==> src/rtl/ptc_pkg.sv <==
`timescale 1ns/1ps
package ptc_pkg;
  localparam int SEL_W  = 3;
  localparam int CTRL_W = SEL_W + 4;

  typedef struct packed {
    logic             center;
    logic             xfer_en;
    logic             run;
    logic             pre_en;
    logic [SEL_W-1:0] sel;
  } ptc_ctrl_t;
endpackage

==> src/rtl/ptc_prescale.sv <==
`timescale 1ns/1ps
module ptc_prescale #(
  parameter int SEL_W    = 3,
  parameter int PRE_LOG2 = 8
) (
  input  logic             clk_i,
  input  logic             rst_ni,
  input  logic             run_i,
  input  logic             restart_i,
  input  logic             pre_en_i,
  input  logic [SEL_W-1:0] sel_i,
  output logic             tick_o
);
  localparam int DIV_W = (1 << SEL_W) - 1 + PRE_LOG2;
  localparam int SH_W  = $clog2(DIV_W + 1);

  logic [DIV_W-1:0] div_q;
  logic [DIV_W-1:0] mask;
  logic [DIV_W:0]   one_sh;
  logic [SH_W-1:0]  shamt;

  generate
    if (PRE_LOG2 > 0) begin : g_pre
      assign shamt = SH_W'(sel_i) + (pre_en_i ? SH_W'(PRE_LOG2) : '0);
    end else begin : g_nopre
      logic unused_pre;
      assign unused_pre = pre_en_i;
      assign shamt = SH_W'(sel_i);
    end
  endgenerate

  always_comb begin
    one_sh = (DIV_W + 1)'(1) << shamt;
    mask   = DIV_W'(one_sh - (DIV_W + 1)'(1));
  end

  assign tick_o = run_i && (div_q == mask);

  always_ff @(posedge clk_i or negedge rst_ni) begin
    if (!rst_ni)                             div_q <= '0;
    else if (!run_i || restart_i || tick_o) div_q <= '0;
    else                                     div_q <= div_q + 1'b1;
  end

  // at a divide ratio above one, ticks never come back to back
  a_r3_single_tick: assert property (@(posedge clk_i) disable iff (!rst_ni)
    (tick_o && mask != '0 && !restart_i) |=> !tick_o);
endmodule

==> src/rtl/ptc_count.sv <==
`timescale 1ns/1ps
module ptc_count #(
  parameter int CNT_W = 16
) (
  input  logic             clk_i,
  input  logic             rst_ni,
  input  logic             tick_i,
  input  logic             center_i,
  input  logic [CNT_W-1:0] per_i,
  output logic [CNT_W-1:0] cnt_o,
  output logic             dir_o,
  output logic             bound_o
);
  logic [CNT_W-1:0] cnt_q, cnt_d;
  logic             dir_q, dir_d;

  always_comb begin
    cnt_d   = cnt_q;
    dir_d   = dir_q;
    bound_o = 1'b0;
    if (tick_i) begin
      if (!center_i) begin
        dir_d = 1'b0;
        if (cnt_q == per_i) begin
          cnt_d   = '0;
          bound_o = 1'b1;
        end else begin
          cnt_d = cnt_q + 1'b1;
        end
      end else if (!dir_q) begin
        if (cnt_q == per_i) begin
          if (per_i == '0) begin
            cnt_d   = '0;
            bound_o = 1'b1;
          end else begin
            cnt_d = CNT_W'(per_i - CNT_W'(1));
            dir_d = 1'b1;
          end
        end else begin
          cnt_d = cnt_q + 1'b1;
        end
      end else begin
        if (cnt_q <= CNT_W'(1)) begin
          cnt_d   = '0;
          dir_d   = 1'b0;
          bound_o = 1'b1;
        end else begin
          cnt_d = cnt_q - 1'b1;
        end
      end
    end
  end

  always_ff @(posedge clk_i or negedge rst_ni) begin
    if (!rst_ni) begin
      cnt_q <= '0;
      dir_q <= 1'b0;
    end else begin
      cnt_q <= cnt_d;
      dir_q <= dir_d;
    end
  end

  assign cnt_o = cnt_q;
  assign dir_o = dir_q;

  a_r4_hold_idle: assert property (@(posedge clk_i) disable iff (!rst_ni)
    !tick_i |=> ($stable(cnt_q) && $stable(dir_q)));

  a_r5_edge_step: assert property (@(posedge clk_i) disable iff (!rst_ni)
    (tick_i && !center_i && cnt_q != per_i) |=> (cnt_q == CNT_W'($past(cnt_q) + CNT_W'(1))));

  a_r6_turn_down: assert property (@(posedge clk_i) disable iff (!rst_ni)
    (tick_i && center_i && !dir_q && cnt_q == per_i && per_i > CNT_W'(1)) |=> dir_q);

  a_r6_turn_up: assert property (@(posedge clk_i) disable iff (!rst_ni)
    (tick_i && center_i && dir_q && cnt_q == CNT_W'(1)) |=> (!dir_q && cnt_q == '0));
endmodule

==> src/rtl/ptc_period.sv <==
`timescale 1ns/1ps
module ptc_period #(
  parameter int CNT_W = 16
) (
  input  logic             clk_i,
  input  logic             rst_ni,
  input  logic             wr_i,
  input  logic [CNT_W-1:0] wdata_i,
  input  logic             xfer_i,
  output logic [CNT_W-1:0] per_o
);
  logic [CNT_W-1:0] shadow_q, act_q;

  always_ff @(posedge clk_i or negedge rst_ni) begin
    if (!rst_ni)   shadow_q <= '1;
    else if (wr_i) shadow_q <= wdata_i;
  end

  always_ff @(posedge clk_i or negedge rst_ni) begin
    if (!rst_ni)     act_q <= '1;
    else if (xfer_i) act_q <= shadow_q;
  end

  assign per_o = act_q;

  a_r8_gate: assert property (@(posedge clk_i) disable iff (!rst_ni)
    !xfer_i |=> $stable(act_q));

  a_r8_load: assert property (@(posedge clk_i) disable iff (!rst_ni)
    xfer_i |=> (act_q == $past(shadow_q)));
endmodule

==> src/rtl/pwm_timer_core.sv <==
`timescale 1ns/1ps
module pwm_timer_core
  import ptc_pkg::*;
#(
  parameter int CNT_W    = 16,
  parameter int PRE_LOG2 = 8
) (
  input  logic              clk_i,
  input  logic              rst_ni,
  input  logic              ctrl_wr_i,
  input  logic [CTRL_W-1:0] ctrl_wdata_i,
  output logic [CTRL_W-1:0] ctrl_o,
  input  logic              per_wr_i,
  input  logic [CNT_W-1:0]  per_wdata_i,
  output logic [CNT_W-1:0]  per_act_o,
  output logic [CNT_W-1:0]  cnt_o,
  output logic              dir_o,
  output logic              pmatch_o
);
  ptc_ctrl_t ctrl_q, ctrl_new;
  logic      restart, tick, bound, xfer;

  assign ctrl_new = ptc_ctrl_t'(ctrl_wdata_i);
  assign restart  = ctrl_wr_i &&
                    ({ctrl_new.pre_en, ctrl_new.sel} != {ctrl_q.pre_en, ctrl_q.sel});
  assign xfer     = bound && ctrl_q.xfer_en;

  always_ff @(posedge clk_i or negedge rst_ni) begin
    if (!rst_ni)        ctrl_q         <= '0;
    else if (ctrl_wr_i) ctrl_q         <= ctrl_new;
    else if (xfer)      ctrl_q.xfer_en <= 1'b0;
  end

  ptc_prescale #(.SEL_W(SEL_W), .PRE_LOG2(PRE_LOG2)) u_div (
    .clk_i     (clk_i),
    .rst_ni    (rst_ni),
    .run_i     (ctrl_q.run),
    .restart_i (restart),
    .pre_en_i  (ctrl_q.pre_en),
    .sel_i     (ctrl_q.sel),
    .tick_o    (tick)
  );

  ptc_count #(.CNT_W(CNT_W)) u_cnt (
    .clk_i    (clk_i),
    .rst_ni   (rst_ni),
    .tick_i   (tick),
    .center_i (ctrl_q.center),
    .per_i    (per_act_o),
    .cnt_o    (cnt_o),
    .dir_o    (dir_o),
    .bound_o  (bound)
  );

  ptc_period #(.CNT_W(CNT_W)) u_per (
    .clk_i   (clk_i),
    .rst_ni  (rst_ni),
    .wr_i    (per_wr_i),
    .wdata_i (per_wdata_i),
    .xfer_i  (xfer),
    .per_o   (per_act_o)
  );

  assign ctrl_o   = ctrl_q;
  assign pmatch_o = tick && (cnt_o == per_act_o);

  // a transfer with no competing write leaves the enable cleared
  a_r9_self_clear: assert property (@(posedge clk_i) disable iff (!rst_ni)
    (xfer && !ctrl_wr_i) |=> !ctrl_o[4+SEL_W-2]);

  // a stopped timer never flags a match
  a_r4_no_match_stopped: assert property (@(posedge clk_i) disable iff (!rst_ni)
    !ctrl_o[SEL_W+1] |-> !pmatch_o);
endmodule

==> config.mk <==
export PLATFORM = sky130hd
export DESIGN_NAME = pwm_timer_core
export DESIGN_NICKNAME = d
export VERILOG_FILES = /design/src/rtl/ptc_pkg.sv /design/src/rtl/ptc_prescale.sv /design/src/rtl/ptc_count.sv /design/src/rtl/ptc_period.sv /design/src/rtl/pwm_timer_core.sv
export SDC_FILE = /design/constraint.sdc
export NUM_CORES = 1
export LEC_CHECK = 0
export BUFFER_PORTS_ARGS = -buffer_cell sky130_fd_sc_hd__buf_2
export CORE_ASPECT_RATIO = 1.5
export CORE_UTILIZATION = 30
export DETAILED_ROUTE_END_ITERATION = 8
export SYNTH_ARGS = -nofsm -noshare
export SYNTH_HDL_FRONTEND = slang
export SYNTH_HIERARCHICAL = 1
export SYNTH_SLANG_ARGS = --single-unit
==> constraint.sdc <==
create_clock -name clk_i -period 5 [get_ports clk_i]
set_input_delay 0.25 -clock clk_i [delete_from_list [all_inputs] [get_ports clk_i]]
set_output_delay 0.25 -clock clk_i [all_outputs]
set_load 0.05 [all_outputs]
# == Word-level counts from Yosys, hierarchy flattened ==
# Index checks and enable logic that the tools add are counted.
# op_classes
add_sub_neg,6
magnitude_cmp,1
n_eq_ne,3
shifts,1
muxes,22
reduce_logical,9
# ops
op,count
two-way mux 16 bit,6
subtractor 16 x 1 -> 16 bit (second input constant),2
adder 16 x 1 -> 16 bit (second input constant),1
equality test 16 bit,1
<= comparator 16 x 1 -> 1 bit (second input constant),1
zero test 16 bit,1
adder 15 x 1 -> 15 bit (second input constant),1
equality test 15 bit,1
two-way mux 15 bit,1
left shift 1 x 4 -> 15 bit (first input constant),1
subtractor 15 x 1 -> 15 bit (second input constant),1
two-way mux 1 bit,14
adder 3 x 4 -> 4 bit,1
logical AND 1 bit,4
two-way mux 4 bit,1
!= test 4 bit,1
logical OR 1 bit,2
nonzero test 2 bit,1
zero test 1 bit,1
# word_totals
reg_bits,71
in_bits,27
wordCells,52

# == Depth between registers and ports, before layout ==
# logic_depth
ltp_word,10
depth_mapped,20
mapped_depth_nobuf,13

# == By module ==
# The synthesis kept the hierarchy.
# by_module_without_submodules
mod,n_inst,cells_per_inst,area_each_um2,seq_area_each_um2
ptc_count,1,251,2074.5,425.4
ptc_period,1,68,1338.8,840.8
ptc_prescale,1,154,1249.9,375.4
pwm_timer_core,1,45,495.5,175.2

# == Worst setup path after synthesis ==
# OpenSTA, ideal clock, no wires.
# synth_path
kind,reg-to-reg
startpoint,"reg ctrl_q, in the netlist ctrl_o[3]"
endpoint,"reg u_per.act_q[10], in the netlist u_per/per_o[10]"
setup_ps,82
arrival_time_ps,4755
t_required_ps,4918
setup_slack_ps,162
stages_incl_launch_ff,19
cell_sequence,dfrtp_1 buf_2 buf_2 nor2_1 nand2_1 ha_1 buf_2 or3_1 a2111o_1 nor4_4 buf_6 clkbuf_1 clkinv_1 nor2_1 a21boi_1 and2_1 buf_6 buf_12 mux2_4
# synth_via
elab_chain_len,8
# synth_rtl
element,line_no,text
"start, declared",pwm_timer_core.sv:20,"ptc_ctrl_t ctrl_q, ctrl_new;"
"start signal, assigned",pwm_timer_core.sv:30,else if (ctrl_wr_i) ctrl_q <= ctrl_new;
two-way mux 4 bit,ptc_prescale.sv:24,assign shamt = SH_W'(sel_i) + (pre_en_i ? SH_W'(PRE_LOG2) : '0);
adder 3 x 4 -> 4 bit,ptc_prescale.sv:24,
left shift 1 x 4 -> 15 bit,ptc_prescale.sv:33,one_sh = (DIV_W + 1)'(1) << shamt;
subtractor 15 x 1 -> 15 bit,ptc_prescale.sv:34,mask = DIV_W'(one_sh - (DIV_W + 1)'(1));
equality test 15 bit,ptc_prescale.sv:37,assign tick_o = run_i && (div_q == mask);
logical AND 1 bit,ptc_prescale.sv:37,
named net tick,pwm_timer_core.sv:21,"logic restart, tick, bound, xfer;"
two-way mux 1 bit,ptc_count.sv:21,if (tick_i) begin
named net bound,pwm_timer_core.sv:21,
logical AND 1 bit,pwm_timer_core.sv:26,assign xfer = bound && ctrl_q.xfer_en;
named net xfer,pwm_timer_core.sv:21,
"end signal, assigned",ptc_period.sv:21,else if (xfer_i) act_q <= shadow_q;
"end, declared",ptc_period.sv:12,"logic [CNT_W-1:0] shadow_q, act_q;"
# The timed path passes the listed nets, and every way through them passes these cells.
# A chain may end at the register's enable or synchronous reset.

# == Worst setup path in the final report ==
# layout_path
startpoint,"reg ctrl_q, in the netlist ctrl_o[1]"
endpoint,"reg u_per.act_q[15], in the netlist u_per/per_o[15]"
# layout_via
elab_chain_len,7
# layout_rtl
element,line_no
adder 3 x 4 -> 4 bit,ptc_prescale.sv:24
left shift 1 x 4 -> 15 bit,ptc_prescale.sv:33
subtractor 15 x 1 -> 15 bit,ptc_prescale.sv:34
equality test 15 bit,ptc_prescale.sv:37
logical AND 1 bit,ptc_prescale.sv:37
named net tick,pwm_timer_core.sv:21
two-way mux 1 bit,ptc_count.sv:21
named net bound,pwm_timer_core.sv:21
logical AND 1 bit,pwm_timer_core.sv:26
named net xfer,pwm_timer_core.sv:21
# The timed path passes the listed nets, and every way through them passes these cells.

==> metrics.txt <==
Cells after Synth=~520; syn avg cell area=9.96 um2; initial drt markers=between 200 and 250; footprint of the multi-input gates=3030 um2; Max Cap Violations=0; DRC=0; diode count=0; ys async rst share=100%; Psw=about 390 uW; Hold Path End=ctrl_o[5]; Slew @ Worst Pin=~0.93 ns; Reg area=roughly 1800 um2; Most used DFF post-synth=dfrtp_1; LEAKAGE=0.00269 uW; dpl cells=766; Crit path arrival time=4.83 ns; Int Pwr=1020 uW; dpl hpwl=around 10000 um; Layout Cells excl Fill=782; Via density=5.43; IO Pins=68; reg-to-reg slack, setup=0.43 ns; PostCTS Resize Cnt=0; Buf/Inv on CP=3; Layout area overhead=13.0%; clock root buffer master=clkbuf_16; Setup Fix Bufs, Post-CTS=0; DP Area=~5500 um2; H-Tree Level Count=3; largest net degree at the start of global routing=72; Reg2Reg Depth=15; Power Dens Cells=242 nW/um2; vias in the first global route=4288; core area=16800 um2; Final ANT Viol Nets=0; fmax=219 MHz; CTS Sinks=71; hold depth=3; Layout Nets=600; max incr delay on CP=slightly above 0.7 ns; iteration count of the initial detailed-routing pass=5; VDD IR max=approximately 0.00018 V; crit-path cells=nor2_1 > nand3b_1 > ha_1 > nor4b_1 > a41oi_1 > xnor2_1 > a2111o_1 > nor4_4 > clkinv_1 > nor2_1 > buf_4 > a21boi_1 > and2_1 > buf_4 > mux2_2; top post-synthesis cells by area=dfrtp_1 (19%), dfstp_2 (16%), xor2_1 (8.5%); clock buffer depth=2; r2r endpoint=u_per/per_o[15]; syn_nets=551; Synth Register Bits=between 70 and 80; min cycle time layout=around 4.6 ns; clk slew on worst S/H paths=roughly 0.07 ns; clock share of power=44.1%; setup TNS=0 ns; Filler cells=1670; Worst Setup End Kind=flop; TritonCTS clock tree=done; Hold Path Class=input port to flop; Setup CP Type=flop to flop; Tot GR Track Use=between 10% and 20%; clk_lat worst skew=approximately 0.34 ns; Final Slew Violations=0; clk_skew=around 0.009 ns; final core utilization=34.8%; row count=58; DR WL/cell=17.8 um; RSZ-0062 raised after global routing=no; Hold Fails Final Rpt=0; Starting Density=30.8%; Seq/Total Area, Yosys=about a third; detailed-route via count=4243; Max stage delay cell, worst path=dfrtp_1; first-pass GRT wire length=22300 um; Min-Delay Startpoint=ctrl_wdata_i[5]; share of cells above drive strength 1=29.9%; Final Cell Area=5830 um2; CP top delay family=simple AND/OR/NAND/NOR gates; area leader, netlist=dfrtp_1; CP required=5.27 ns; initial antenna violation count=0; Ys Warns=6; Reg-to-Reg Start=ctrl_o[1]; worst setup slack after layout=0.434 ns; Post-Route WL=13900 um; Crit Path Max Fanout=19; fin crit share=91.3%; height of the die=163 um; CTS hold repair buffers=0; Num CTS Buffers=9; Worst setup SP type=flop; Distinct cells, synth=62; Die Span X=~110 um; top cell type's share of synthesized area=18.9%; Sw Share=27.5%; run status=complete, no violations; full die area=17700 um2; share of power burned in registers=44.5%; gp weighted congestion=0.839; combinational power share=a little under an eighth; Mapped Area=5160 um2; grt total ovfl=0; Post-synth EDFFs=0; Slew headroom=between 30% and 40%; IO buf count=67; Finish-stage setup viols=0; DP Worst Slack=0.530 ns
-- cell usage in the layout, fill, tap and decap left out, drive strengths merged, types with 6 or more instances in the layout --
cell type / netlist / layout
buf: 24 / 74
xor2: 50 / 50
xnor2: 40 / 40
dfrtp: 39 / 39
mux2: 38 / 38
nand2: 36 / 36
dfstp: 32 / 32
nor2: 27 / 27
nor3: 24 / 24
nand3: 19 / 19
nor4: 18 / 18
o22ai: 16 / 16
inv: 14 / 16
nand4: 13 / 13
o22a: 11 / 11
o21ai: 11 / 11
clkbuf: 12 / 10
and3: 9 / 9
a21oi: 8 / 8
nand2b: 7 / 7
ha: 6 / 6
-- state kept, by name (all words and copies together), names as in the netlist --
name,flops
u_cnt/dir_o,1
u_per/per_o,16
u_div/div_q,15
u_cnt/cnt_o,16
u_per/shadow_q,16
ctrl_o,7
-- how the worst max path moves through the flow --
stage | from | endpoint | slack [ns] | cells past startpoint
6_report | ctrl_o[1] | u_per/per_o[15] | 0.43 | 15
5_1_grt | ctrl_o[1] | u_per/per_o[13] | 0.07 | 15
4_1_cts | ctrl_o[1] | u_per/per_o[15] | 0.48 | 15
3_5_place_dp | ctrl_o[1] | u_per/per_o[15] | 0.53 | 15
3_3_place_gp | ctrl_o[1] | u_per/per_o[13] | 0.74 | 15
2_1_floorplan | ctrl_o[3] | u_per/per_o[10] | 0.16 | 18
-- metal layers --
metal  vias to the layer above  share of wire (%)  track usage (%)
li1                       1967                  -                -
met2                       148                 51             28.2
met1                      2085                 41             18.9
met5                         -                  0                0
met4                         0                4.4             9.64
met3                        43                4.0             2.36
-- synth_stat cells (4+ instances only) --
library cell and number:
nor4_4 6, clkbuf_1 12, a31oi_1 5, nor3_1 24, and4_1 5, buf_2 11, nand2_1 36, nand2b_1 7
nor3b_1 4, o22ai_1 16, or3_1 4, nor2_1 27, buf_6 10, mux2_4 20, nor4_1 10, dfrtp_1 39
inv_1 14, xnor2_1 40, and2_1 5, o22a_1 11, nand3_1 19, o221ai_1 4, and3_1 9, nand4_1 12
mux2_2 18, xor2_1 50, o21ai_0 9, a21oi_1 8, ha_1 6, dfstp_2 32
-- power by group through the flow --
| stage | clock, uW | sequential, uW | combinational (uW) |
|---|---|---|---|
| CTS | 640 | 628 | 161 |
| global placement | 0 | 636 | 157 |
| detailed placement | 0 | 637 | 160 |
| finish | 622 | 627 | 160 |
| floorplan | 0 | 651 | 94.6 |
| global route | 662 | 631 | 176 |
-- metrics by stage --
| step | power [uW] | hold WS [ns] |
|---|---|---|
| finish | 1410 | 0.133 |
| global route | 1470 | 0.132 |
| CTS | 1430 | 0.123 |
| detailed placement | 797 | 0.482 |
| global placement | 793 | 0.482 |
| floorplan | 745 | -0.0456 |
-- cell families after synthesis --
kind of cell    Yosys count  synth area share (%)
xor+xnor                 90                  15.3
buf+inv                  51                  6.14
mux                      38                  9.75
simple gates            181                  20.9
fa+ha+maj                 6                  1.46
flops                    71                  35.2
compound gates           81                  11.3
-- layout make-up --
type / count / share of cell area (%)
tap: 210 / 4.51
multi-input combinational: 396 / 51.9
timing repair buffer: 74 / 6.65
inverter: 15 / 0.965
clock buffer: 10 / 4.10
sequential: 71 / 31.2
clock inverter: 6 / 0.751
-- worst reg2reg max path, stage by stage, from the launching register on --
cell and delay (ns):
dfrtp_1 0.71, nor2_1 0.22, nand3b_1 0.14, ha_1 0.41, nor4b_1 0.36, a41oi_1 0.12, xnor2_1 0.18, a2111o_1 0.40
nor4_4 0.32, clkinv_1 0.27, nor2_1 0.16, buf_4 0.20, a21boi_1 0.20, and2_1 0.15, buf_4 0.27, mux2_2 0.39
Note: power is estimated with default switching activity, not from simulation.
